===== config.mk =====
export PLATFORM = sky130hd
export DESIGN_NAME = crc_bytestream_divider
export DESIGN_NICKNAME = d
export VERILOG_FILES = /design/src/rtl/crcdiv_pkg.sv /design/src/rtl/crcdiv_rstsync.sv /design/src/rtl/crcdiv_lut.sv /design/src/rtl/crcdiv_seq.sv /design/src/rtl/crcdiv_rem.sv /design/src/rtl/crc_bytestream_divider.sv
export SDC_FILE = /design/constraint.sdc
export NUM_CORES = 1
export LEC_CHECK = 0
export ABC_AREA = 1
export BUFFER_PORTS_ARGS = -buffer_cell sky130_fd_sc_hd__buf_2
export CORE_ASPECT_RATIO = 0.5
export CORE_MARGIN = 4
export CORE_UTILIZATION = 58
export DETAILED_ROUTE_END_ITERATION = 6
export PLACE_DENSITY = 0.84
export SYNTH_ARGS = -nofsm -noshare
export SYNTH_HDL_FRONTEND = slang
export SYNTH_HIERARCHICAL = 1
export SYNTH_SLANG_ARGS = --single-unit

===== constraint.sdc =====
create_clock -name clk -period 3 [get_ports clk]
set_input_delay 0.75 -clock clk [delete_from_list [all_inputs] [get_ports clk]]
set_output_delay 0.75 -clock clk [all_outputs]
set_load 0.01 [all_outputs]

===== src/rtl/crcdiv_pkg.sv =====
package crcdiv_pkg;
  localparam int BYTE_W = 8;
  localparam int REM_W  = 2 * BYTE_W;
  localparam int LUT_N  = 1 << BYTE_W;

  typedef enum logic [2:0] {
    PH_IDLE = 3'd0,
    PH_RUN  = 3'd1,
    PH_PAD0 = 3'd2,
    PH_PAD1 = 3'd3,
    PH_DONE = 3'd4
  } phase_t;

  // Remainder of {idx, zero byte, zero byte} modulo x^16 + poly
  function automatic logic [REM_W-1:0] lut_entry(input logic [BYTE_W-1:0] idx,
                                                 input logic [REM_W-1:0]  poly);
    logic [REM_W-1:0] acc;
    acc = {idx, {BYTE_W{1'b0}}};
    for (int s = 0; s < BYTE_W; s++) begin
      if (acc[REM_W-1]) acc = (acc << 1) ^ poly;
      else              acc = acc << 1;
    end
    return acc;
  endfunction
endpackage


===== src/rtl/crcdiv_rstsync.sv =====
module crcdiv_rstsync (
  input  logic clk,
  input  logic rst_n,
  output logic rst_n_sync
);
  logic [1:0] pipe_q;

  always_ff @(posedge clk or negedge rst_n) begin
    if (!rst_n) pipe_q <= 2'b00;
    else        pipe_q <= {pipe_q[0], 1'b1};
  end

  assign rst_n_sync = pipe_q[1];
endmodule


===== src/rtl/crcdiv_lut.sv =====
module crcdiv_lut
  import crcdiv_pkg::*;
#(
  parameter logic [REM_W-1:0] POLY = 16'h1021
) (
  input  logic [BYTE_W-1:0] idx,
  output logic [REM_W-1:0]  entry
);
  logic [REM_W-1:0] rom [LUT_N];

  for (genvar g = 0; g < LUT_N; g++) begin : g_rom
    assign rom[g] = lut_entry(BYTE_W'(g), POLY);
  end

  assign entry = rom[idx];
endmodule


===== src/rtl/crcdiv_seq.sv =====
module crcdiv_seq
  import crcdiv_pkg::*;
(
  input  logic clk,
  input  logic rst_n,
  input  logic encode_mode,
  input  logic in_valid,
  input  logic in_first,
  input  logic in_last,
  output logic in_ready,
  output logic done,
  output logic load_first,
  output logic step_in,
  output logic step_pad
);
  phase_t phase_q, phase_n;
  logic   mode_q, mode_n;
  logic   accept;

  assign in_ready = (phase_q != PH_PAD0) && (phase_q != PH_PAD1);
  assign accept   = in_valid && in_ready;
  assign done     = (phase_q == PH_DONE);

  assign load_first = accept && in_first;
  assign step_in    = accept && !in_first && (phase_q == PH_RUN);
  assign step_pad   = (phase_q == PH_PAD0) || (phase_q == PH_PAD1);

  always_comb begin
    phase_n = phase_q;
    mode_n  = mode_q;
    if (load_first) begin
      mode_n = encode_mode;
      if (in_last) phase_n = encode_mode ? PH_PAD0 : PH_DONE;
      else         phase_n = PH_RUN;
    end else begin
      case (phase_q)
        PH_RUN:  if (accept && in_last) phase_n = mode_q ? PH_PAD0 : PH_DONE;
        PH_PAD0: phase_n = PH_PAD1;
        PH_PAD1: phase_n = PH_DONE;
        default: phase_n = phase_q;
      endcase
    end
  end

  always_ff @(posedge clk or negedge rst_n) begin
    if (!rst_n) begin
      phase_q <= PH_IDLE;
      mode_q  <= 1'b0;
    end else begin
      phase_q <= phase_n;
      mode_q  <= mode_n;
    end
  end
endmodule


===== src/rtl/crcdiv_rem.sv =====
module crcdiv_rem
  import crcdiv_pkg::*;
(
  input  logic              clk,
  input  logic              rst_n,
  input  logic              load_first,
  input  logic              step_in,
  input  logic              step_pad,
  input  logic [BYTE_W-1:0] byte_in,
  input  logic [REM_W-1:0]  entry,
  output logic [BYTE_W-1:0] lut_idx,
  output logic [REM_W-1:0]  rem
);
  logic [REM_W-1:0]  rem_q, rem_n;
  logic [BYTE_W-1:0] feed;
  logic              rem_en;

  assign feed    = step_pad ? {BYTE_W{1'b0}} : byte_in;
  assign rem_en  = load_first || step_in || step_pad;
  assign lut_idx = rem_q[REM_W-1:BYTE_W];

  always_comb begin
    if (load_first) rem_n = {{BYTE_W{1'b0}}, byte_in};
    else            rem_n = entry ^ {rem_q[BYTE_W-1:0], feed};
  end

  always_ff @(posedge clk or negedge rst_n) begin
    if (!rst_n)      rem_q <= '0;
    else if (rem_en) rem_q <= rem_n;
  end

  assign rem = rem_q;
endmodule


===== src/rtl/crc_bytestream_divider.sv =====
module crc_bytestream_divider
  import crcdiv_pkg::*;
#(
  parameter logic [REM_W-1:0] POLY = 16'h1021
) (
  input  logic              clk,
  input  logic              rst_n,
  input  logic              encode_mode,
  input  logic              in_valid,
  output logic              in_ready,
  input  logic [BYTE_W-1:0] in_data,
  input  logic              in_first,
  input  logic              in_last,
  output logic              done,
  output logic [REM_W-1:0]  crc_out,
  output logic              zero_ok
);
  logic              rst_n_sync;
  logic              load_first, step_in, step_pad;
  logic [BYTE_W-1:0] lut_idx;
  logic [REM_W-1:0]  entry;
  logic [REM_W-1:0]  rem;

  crcdiv_rstsync u_rst (
    .clk        (clk),
    .rst_n      (rst_n),
    .rst_n_sync (rst_n_sync)
  );

  crcdiv_seq u_seq (
    .clk         (clk),
    .rst_n       (rst_n_sync),
    .encode_mode (encode_mode),
    .in_valid    (in_valid),
    .in_first    (in_first),
    .in_last     (in_last),
    .in_ready    (in_ready),
    .done        (done),
    .load_first  (load_first),
    .step_in     (step_in),
    .step_pad    (step_pad)
  );

  crcdiv_lut #(.POLY(POLY)) u_lut (
    .idx   (lut_idx),
    .entry (entry)
  );

  crcdiv_rem u_rem (
    .clk        (clk),
    .rst_n      (rst_n_sync),
    .load_first (load_first),
    .step_in    (step_in),
    .step_pad   (step_pad),
    .byte_in    (in_data),
    .entry      (entry),
    .lut_idx    (lut_idx),
    .rem        (rem)
  );

  assign crc_out = rem;
  assign zero_ok = done && (rem == '0);
endmodule


After elaboration in Yosys (flattened, before gate mapping)
Memory sizes are Yosys's and may differ from the RTL's.
Index checks and enable logic that the tools add are counted.
W data, S select, Z words.

cells by class
  reduce and logical (&&, ||, !) cells = 14
  equal/unequal tests = 7
  order comparisons = 1
  muxes and demuxes = 10
  bitwise gates (word level) = 2

operators with widths
  cell                  number
  $mux W16              3
  $logic_not A16 Y1     1
  $xor A16 B16 Y16      1
  $mux W3               5
  $ge A9 B9 Y1 const B  1
  $ne A3 B2 Y1 const B  3
  $not A8 Y9            1
  $pmux W3 S3           1
  $mux W8               1
  $logic_and A1 B1 Y1   7
  $eq A3 B2 Y1 const B  2
  $reduce_bool A4 Y1    1
  $eq A3 B1 Y1 const B  1
  $eq A3 B3 Y1 const B  1
  $logic_or A1 B1 Y1    3
  $reduce_and A2 Y1     1
  $logic_not A1 Y1      1

word-level totals
  bits in registers = 22
  ROM bits = 4096
  logic and storage cells = 39
  memories kept = 1

memory list
  name              words  bits a word  rd ports  clocked after memory_dff  write ports  line              source
  (name not given)  256    16           1         0                         0            crcdiv_lut.sv:15  assign entry = rom[idx];

Longest topological paths before layout
Gate-level depths: netlist of run 1.

  word-level depth = 7
  gate-level depth with buffers = 11
  mapped depth without buffers = 10

Modules after synthesis
Netlist of run 1, hierarchy kept.

modules (own cells, without submodules)
  module                  cells each  area each (um^2)  times used
  crcdiv_rem              122         980.9             1
  crcdiv_seq              42          294.0             1
  crcdiv_lut              40          198.9             1
  crc_bytestream_divider  14          57.6              1
  crcdiv_rstsync          3           53.8              1

Worst setup path before layout of run 1
OpenSTA, ideal clock, no wires.

  path type = register -> output
  start point = reg u_seq.phase_q[1]
  end point = out zero_ok
  buffers on the path = 0
  data arrival time = 1216 ps
  path slack = 1034 ps
  stages on the path, launching flop included = 5
  required time = 2250 ps
  path through = dfrtp_1 > nor3_1 > nor3b_1 > nand2_1 > nor2_1

between the ends
  longest elaborated chain between the ends = 2

ends and longest elaborated chain
  item                    line                          source
  from (decl)             crcdiv_seq.sv:16              phase_t phase_q, phase_n;
  from (signal assigned)  crcdiv_seq.sv:50              phase_q <= phase_n;
  $eq A3 B3 Y1            crcdiv_seq.sv:22              assign done = (phase_q == PH_DONE);
  named net done          crc_bytestream_divider.sv:14  output logic done,
  $logic_and A1 B1 Y1     crc_bytestream_divider.sv:62  assign zero_ok = done && (rem == '0);
  to (decl)               crc_bytestream_divider.sv:16  output logic zero_ok

The timed path passes the listed nets, and every way through them passes these cells.

Worst setup path in the final report of run 1
  start point = reg u_seq.phase_q[1]
  end point = out zero_ok

between the ends
  longest elaborated chain between the ends = 2

ends and longest elaborated chain
  item                 line
  $eq A3 B3 Y1         crcdiv_seq.sv:22
  $logic_and A1 B1 Y1  crc_bytestream_divider.sv:62

No other way between the ends.

==> impl_metrics.env, run 1 <==
export IMPL_worst_slew_pin_slew_ns=0.831
export IMPL_fin_crit_ns=2.26
export IMPL_clk_latency_ns=0.26
export IMPL_row_count=13
export IMPL_grt_pass1_vias=1302
export IMPL_reg2reg_slack_ns=1.44
export IMPL_cp_num_buf_inv=1
export IMPL_postLayoutCoreUtil_pct=64.1
export IMPL_final_cell_mix="nand2_1, buf_2, dfrtp_1"
export IMPL_layout_nets=252
export IMPL_cts_buffers=3
export IMPL_final_layout_size_suffix_gt1_share_pct=24.6
export IMPL_drc=0
export IMPL_drtPass1Iterations=4
export IMPL_grt_use_met1_pct=24.2
export IMPL_finalSetupViolCount=0
export IMPL_core_area_mm2=0.00260
export IMPL_synthTopCellsByArea="dfrtp_1, nand2_1, buf_4, nand3_1, nand4_1"
export IMPL_powerDensity_mw_per_mm2=1110
export IMPL_wl_um=3310
export IMPL_ys_seq_area_share_pct=34.7
export IMPL_vias=1442
export IMPL_ir_drop_uv=469
export IMPL_dp_hpwl_um=2460
export IMPL_area_delta_synth_final_pct=5.21
export IMPL_finClkSkew_ns=0.00316
export IMPL_maxCapViolCount=0
export IMPL_busiest_layer="met2"
export IMPL_gp_congestion=0.865
export IMPL_synth_area_mm2=0.00159
export IMPL_final_common_cell="nand2_1"
export IMPL_status="completed"
export IMPL_path_cells="nor3_1, nor3b_1, nand2_1, nor2_1, buf_2"
export IMPL_cts_max_path_buffers=2
export IMPL_hold_buffers=0
export IMPL_cts_root_buffer="clkbuf_8"
export IMPL_postCtsSetupBuffers=0
export IMPL_antenna_found_initial=0
export IMPL_synth_distinct_cells=25
export IMPL_fillers=239
export IMPL_die_h_um=45.0
export IMPL_cp_required_ns=2.25
export IMPL_synthCells=221
export IMPL_io_pins=33
export IMPL_synth_top_area_share_pct=34.7
export IMPL_port_buffers=32
export IMPL_cts_tree="done"
export IMPL_timing_final_crit_share_pct=75.3
export IMPL_hp_class="primary input to asynchronous set/reset pin"
export IMPL_max_freq_ghz=0.443
export IMPL_startpoint_type="flop"
export IMPL_grt_max_degree=21
export IMPL_drt_iter0_drc=93
export IMPL_synth_ff_latch_count=22
export IMPL_die_w_um=81.9
export IMPL_finalHoldViolCount=0
export IMPL_vias_per_cell=5.28
export IMPL_diodes=0
export IMPL_synth_nets=235
export IMPL_wl_per_cell_um=12.1
export IMPL_cp_top_family="simple AND/OR/NAND/NOR gates"
export IMPL_cts_sinks=22
export IMPL_grt_pass1_wl_um=5560
export IMPL_grt_use_met3_pct=5.38
export IMPL_worst_path_max_delay_cell="dfrtp_1"
export IMPL_clk_pin_slew_ns=0.07
export IMPL_critPathArrivalTime_ns=1.51
export IMPL_critPathMaxFanout=5
export IMPL_power_leakage_nw=0.929
export IMPL_grtUsageMet2_pct=34.7
export IMPL_track_usage_pct=19.5
export IMPL_cts_resized=0
export IMPL_htreeDepth=1
export IMPL_finalMaxSlewViolations=0
export IMPL_rsz0062_at_grt="false"
export IMPL_die_area_mm2=0.00368
export IMPL_yosys_warnings=6
export IMPL_start_util_pct=60.9
export IMPL_finalSetupTns_ns=0
export IMPL_path_class="flop to primary output"
export IMPL_synth_largest_area_cell="dfrtp_1"
export IMPL_critPathMaxStageDelay_ns=0.45
export IMPL_postRouteAntennaNets=0
export IMPL_slew_headroom_pct=44.6
export IMPL_syn_area_per_cell_um2=7.17
export IMPL_grt_overflow_total=0
export IMPL_critPathCaptureType="primary output"
metal layers:
layer | wire length [um] | vias to the layer above | share of wire, %
met5 | 0 | - | 0
met4 | 18 | 0 | 0.54
met3 | 286 | 4 | 8.6
met2 | 1570 | 56 | 47
met1 | 1440 | 656 | 43
li1 | - | 726 | -
kinds of logic after synthesis:
family	Yosys count	synth area share, %
xor+xnor	1	0.553
other cells	1	0.237
compound gates	16	6.95
simple gates	143	42.2
flops	22	34.7
buf+inv	38	15.3
stage by stage:
stage	hold WS (ns)	setup WS (ns)	cell area, um^2	power [W]	cells
2_1_floorplan	0.253	1.03	1590	0.00157	221
5_1_grt	0.253	0.567	1670	0.00203	273
3_3_place_gp	0.341	1.06	1630	0.00163	270
6_report	0.258	0.742	1670	0.00185	273
4_1_cts	0.253	0.726	1670	0.00186	273
3_5_place_dp	0.342	1.04	1630	0.00167	270
cell type report:
cell class	count	area (um^2)	area share, %
timing repair buffer	32	160	9.60
sequential	22	551	33.0
tap	37	46.3	2.78
clock buffer	3	41.3	2.48
multi-input combinational	161	792	47.5
inverter	18	77.6	4.65
Yosys cell counts (all sizes together):
library cell,number
xor2,1
nor3,1
buf,20
nand3,22
nor3b,1
nand2,96
o211ai,8
nand4,8
dfrtp,22
a21oi,8
conb,1
nor2,15
inv,18
where the power goes:
part	switching, W	internal (W)	leakage [nW]
Clock	0.0000924	0.0000896	0.0216
Sequential	0.000200	0.000432	0.270
Combinational	0.000644	0.000390	0.637
Total	0.000937	0.000911	0.929
path summary, 6_finish.rpt:
check,from,to,depth (start not counted)
hold / removal,rst_n,u_rst/pipe_q[0],1
setup / recovery,u_seq/phase_q[1],zero_ok,5
setup reg to reg,u_seq/phase_q[1],u_rem/rem[3],8
min in group clk,u_rst/pipe_q[0],u_rst/pipe_q[1],0
max in group asynchronous,u_rst/pipe_q[1],u_rem/rem[10],0
hold reg to reg,u_rst/pipe_q[1],u_rem/rem[6],0
state kept, by name, summed over array words and instances (netlist names):
| signal | count |
|---|---|
| u_rst/pipe_q | 2 |
| u_seq/mode_q | 1 |
| u_seq/phase_q | 3 |
| u_rem/rem | 16 |
No activity file was read; power rests on OpenSTA's default activity.
==> run 2: changes to the inputs <==
ABC_AREA = 0   (was 1)
CORE_UTILIZATION = 49   (was 58)
PLACE_DENSITY = 0.75   (was 0.84)
clock period = 2.05 ns   (was 3 ns; I/O delays follow)
==> impl_metrics.env, run 2 <==
export IMPL_violations="setup timing"
export IMPL_largest_reg_flops=16
export IMPL_finalSetupViolCount=1
export IMPL_status="finished, violations left"
export IMPL_dpl_instance_area_mm2=0.00169
export IMPL_ys_flop_type="dfrtp_1"
export IMPL_start_util_pct=52.2
export IMPL_hold_ws_ns=0.0228
export IMPL_cts_tree="done"
export IMPL_critPathArrivalTime_ns=1.59
export IMPL_grt_overflow_total=0
export IMPL_synthTopCellsByArea="dfrtp_1, buf_4, a211oi_2, xor3_1, a21oi_1"
export IMPL_slew_headroom_pct=45.9
export IMPL_dp_hpwl_um=2660
export IMPL_clk_latency_ns=0.26
export IMPL_timing_final_crit_share_pct=103
export IMPL_multi_input_area_um2=841
export IMPL_finalMaxSlewViolations=0
export IMPL_vias=1267
export IMPL_row_count=14
export IMPL_dp_slack_ns=0.155
export IMPL_fin_crit_ns=2.11
export IMPL_postRouteAntennaNets=0
export IMPL_drtPass1Iterations=4
export IMPL_syn_area_per_cell_um2=10.1
export IMPL_critPathMaxFanout=2
export IMPL_die_w_um=88.8
export IMPL_gp_congestion=0.845
export IMPL_cp_required_ns=1.54
export IMPL_ys_seq_area_share_pct=34.4
export IMPL_reg2reg_depth=7
export IMPL_synth_nets=172
export IMPL_powerDensity_mw_per_mm2=1690
export IMPL_worst_slew_pin_slew_ns=0.812
export IMPL_area_delta_synth_final_pct=13.2
export IMPL_wl_um=3580
export IMPL_cts_sinks=22
export IMPL_cts_root_buffer="clkbuf_8"
export IMPL_finClkSkew_ns=0.00588
export IMPL_hold_buffers=0
export IMPL_ff_latch_area_um2=553
export IMPL_die_area_mm2=0.00430
export IMPL_final_common_cell="buf_2"
export IMPL_synth_top_area_share_pct=34.4
export IMPL_grt_pass1_vias=1258
export IMPL_rsz0062_at_grt="true"
export IMPL_startpoint_type="flop"
export IMPL_path_class="flop to primary output"
export IMPL_setup_slack_ns=-0.0557
export IMPL_antenna_found_initial=0
export IMPL_fillers=237
export IMPL_vias_per_cell=5.68
export IMPL_synth_distinct_cells=38
export IMPL_ir_drop_uv=570
export IMPL_wl_per_cell_um=16.0
export IMPL_synth_area_mm2=0.00160
export IMPL_synth_common_cells="dfrtp_1, nor2_1, a21oi_1, buf_4"
export IMPL_yosys_warnings=6
export IMPL_track_usage_pct=17.8
export IMPL_final_area_mm2=0.00181
export IMPL_synth_edf_count=0
export IMPL_hp_class="primary input to asynchronous set/reset pin"
export IMPL_postLayoutCoreUtil_pct=59.1
export IMPL_layout_nets=198
export IMPL_finalHoldViolCount=0
export IMPL_power_leakage_nw=0.810
export IMPL_synth_ff_latch_count=22
export IMPL_port_buffers=32
export IMPL_maxCapViolCount=0
export IMPL_io_pins=33
export IMPL_die_h_um=48.4
export IMPL_diodes=0
export IMPL_grt_pass1_wl_um=5980
export IMPL_synthCells=158
export IMPL_synth_largest_area_cell="dfrtp_1"
export IMPL_synth_async_sr_flop_share_pct=100
export IMPL_final_layout_size_suffix_gt1_share_pct=37.7
export IMPL_drc=0
export IMPL_core_area_mm2=0.00307
export IMPL_max_freq_ghz=0.475
export IMPL_critPathCaptureType="primary output"
export IMPL_final_cell_mix="buf_2, dfrtp_1, nor2_1"
export IMPL_cts_max_path_buffers=2
export IMPL_drt_iter0_drc=73
export IMPL_grt_max_degree=26
export IMPL_cts_buffers=3
export IMPL_htreeDepth=1
export IMPL_clk_pin_slew_ns=0.07
export IMPL_synth_most_common_cell="dfrtp_1"
[run 2: area by class of cell]
type                       instances  area share [%]
multi-input combinational        102            46.4
sequential                        22            30.5
timing repair buffer              46            15.3
clock buffer                       4            3.04
tap                               40            2.76
inverter                           9            1.87
[run 2: path summary, 6_finish.rpt]
path                             startpoint               to  slack (ns)
max                            u_rem/rem[6]          zero_ok       -0.06
min                                   rst_n  u_rst/pipe_q[1]        0.02
max reg2reg                u_seq/phase_q[2]    u_rem/rem[11]        0.33
min reg2reg                 u_rst/pipe_q[1]    u_rem/rem[13]        0.34
max in group asynchronous   u_rst/pipe_q[1]     u_rem/rem[4]        1.15
min in group clk            u_rst/pipe_q[0]  u_rst/pipe_q[1]        0.37
[run 2: power by group]
| group | internal [W] | switching (W) |
|---|---|---|
| clock | 0.000171 | 0.000141 |
| sequential | 0.000625 | 0.000253 |
| combinational | 0.000947 | 0.000921 |
| total | 0.00174 | 0.00131 |
[run 2: metrics by stage]
stage / TNS [ns] / cells / power, W
3_5_place_dp: 0 / 214 / 0.00263
3_3_place_gp: 0 / 214 / 0.00255
2_1_floorplan: 0 / 158 / 0.00240
5_1_grt: -0.152 / 223 / 0.00329
4_1_cts: -0.0636 / 221 / 0.00301
6_report: -0.0557 / 223 / 0.00306
[run 2: critical path, stage by stage (launching register included)]
cell     delay [ns]
dfrtp_1        0.42
nor4_4         0.29
nand4_1        0.18
nor4b_2        0.28
buf_2          0.17
[run 2: timing repair]
item | 4_1_cts | 5_1_grt
setup buffers | 3 | 2
pin swaps | 1 | 3
setup endpoints to repair | 1 | 1
gates resized for setup | 2 | 4
[run 2: cells by family after synthesis]
logic type	synth area share (%)
XOR/XNOR	12.5
buffers and inverters	14.9
AO/OA/AOI/OAI	22.7
other	0.235
AND/OR/NAND/NOR	13.9
flip-flops	34.4
multiplexers	1.41
[run 2: metal layers]
layer	vias to the layer above	GRT usage, %	share of wire, %
met4	0	3.02	0.59
met1	625	23.0	45
met5	-	0	0
met3	4	4.24	5.9
met2	33	30.4	49
li1	605	-	-
==> run 3: changes to the inputs <==
CORE_MARGIN = not set   (was 4)
==> impl_metrics.env, run 3 (synthesis gave the netlist of run 2 again) <==
export IMPL_fin_crit_ns=2.10
export IMPL_antenna_found_initial=0
export IMPL_largest_reg_flops=16
export IMPL_die_h_um=42.4
export IMPL_powerDensity_mw_per_mm2=1690
export IMPL_setup_slack_ns=-0.0507
export IMPL_final_layout_size_suffix_gt1_share_pct=36.8
export IMPL_wl_per_cell_um=15.2
export IMPL_grt_use_met1_pct=30.3
export IMPL_cp_required_ns=1.54
export IMPL_clk_latency_ns=0.27
export IMPL_timing_final_crit_share_pct=102
export IMPL_rsz0062_at_grt="true"
export IMPL_finClkSkew_ns=0.00577
export IMPL_postRouteAntennaNets=0
export IMPL_fillers=263
export IMPL_core_area_mm2=0.00305
export IMPL_startpoint_type="flop"
export IMPL_critPathCaptureType="primary output"
export IMPL_grt_overflow_total=0
export IMPL_dp_hpwl_um=2450
export IMPL_clk_pin_slew_ns=0.08
export IMPL_final_cells=222
export IMPL_area_delta_synth_final_pct=11.5
export IMPL_cts_tree="done"
export IMPL_finalSetupViolCount=1
export IMPL_finalSetupTns_ns=-0.0507
export IMPL_critPathMaxFanout=2
export IMPL_drt_iter0_drc=94
export IMPL_port_buffers=32
export IMPL_busiest_layer="met2"
export IMPL_cts_buffers=3
export IMPL_power_leakage_nw=0.802
export IMPL_start_util_pct=52.5
export IMPL_drc=0
export IMPL_hold_ws_ns=0.0121
export IMPL_track_usage_pct=22.6
export IMPL_grtUsageMet2_pct=35.7
export IMPL_slew_headroom_pct=46.1
export IMPL_maxCapViolCount=0
export IMPL_critPathArrivalTime_ns=1.59
export IMPL_htreeDepth=1
export IMPL_diodes=0
export IMPL_io_pins=33
export IMPL_finalMaxSlewViolations=0
export IMPL_vias_per_cell=5.68
export IMPL_wl_um=3370
export IMPL_grt_use_met3_pct=6.09
export IMPL_die_w_um=82.8
export IMPL_cts_max_path_buffers=2
export IMPL_violations="setup timing"
export IMPL_grt_pass1_wl_um=5690
export IMPL_max_freq_ghz=0.476
export IMPL_final_cell_mix="buf_2, dfrtp_1, nor2_1"
export IMPL_drtPass1Iterations=4
export IMPL_vias=1261
export IMPL_worst_slew_pin_slew_ns=0.808
export IMPL_gp_congestion=0.753
export IMPL_status="finished, violations left"
export IMPL_grt_max_degree=25
export IMPL_hp_class="primary input to asynchronous set/reset pin"
export IMPL_cts_root_buffer="clkbuf_8"
export IMPL_die_area_mm2=0.00351
export IMPL_dp_cells=215
export IMPL_cts_sinks=22
export IMPL_finalHoldViolCount=0
export IMPL_final_common_cell="buf_2"
export IMPL_path_class="flop to primary output"
export IMPL_row_count=14
export IMPL_hold_buffers=0
export IMPL_grt_pass1_vias=1194
export IMPL_ir_drop_uv=619
export IMPL_layout_nets=198
export IMPL_postLayoutCoreUtil_pct=58.5
export IMPL_dp_slack_ns=0.128
==> run 3: changes by cell type in the layout (fill, tap and decap cells not counted), sizes merged <==
cell and change:
clkbuf -1
==> run 3: final timing paths <==
| path | start | endpoint | slack (ns) | depth (start not counted) |
|---|---|---|---|---|
| setup reg to reg | u_seq/phase_q[2] | u_rem/rem[6] | 0.26 | 6 |
| hold reg to reg | u_rst/pipe_q[1] | u_rem/rem[6] | 0.34 | 0 |
| max in group asynchronous | u_rst/pipe_q[1] | u_rem/rem[5] | 1.16 | 0 |
| setup / recovery | u_rem/rem[12] | zero_ok | -0.05 | 4 |
| min in group clk | u_rst/pipe_q[0] | u_rst/pipe_q[1] | 0.36 | 0 |
| hold / removal | rst_n | u_rst/pipe_q[1] | 0.01 | 1 |
==> run 3: worst max-delay path: stages, from the launching register on <==
cell	delay, ns
dfrtp_1	0.40
nor4_2	0.31
nand4_1	0.17
nor4b_2	0.27
buf_2	0.17
==> run 3: stage by stage <==
stage                     total power [W]  instance area, um^2
final                             0.00300                 1780
after global routing              0.00324                 1780
after detailed placement          0.00263                 1680
after floorplan                   0.00240                 1600
after CTS                         0.00297                 1760
after global placement            0.00255                 1680
==> run 3: power by group <==
part	switching [W]	internal [W]	leakage [nW]
combinational	0.000902	0.000943	0.516
clock	0.000134	0.000131	0.0216
sequential	0.000271	0.000624	0.264
total	0.00131	0.00170	0.802
==> run 3: cell type report <==
cell class	count	area [um^2]	share of cell area, %
repair buffers	46	265	14.9
flip-flops and latches	22	552	30.9
clock buffers	3	41.3	2.32
multi-input cells	102	841	47.2
inverters	9	33.8	1.89
well taps	40	50.0	2.81
==> run 3: routing by layer <==
metal | up-vias | wire, um
met5 | - | 0
met2 | 32 | 1600
met1 | 623 | 1600
li1 | 603 | -
met3 | 3 | 163
met4 | 0 | 17
==> run 3: repair_timing <==
| action | CTS | global route |
|---|---|---|
| buffers inserted | 3 | 1 |
| pin swaps | 3 | 4 |
| setup endpoints to repair | 1 | 1 |
| resized for setup | 3 | 2 |
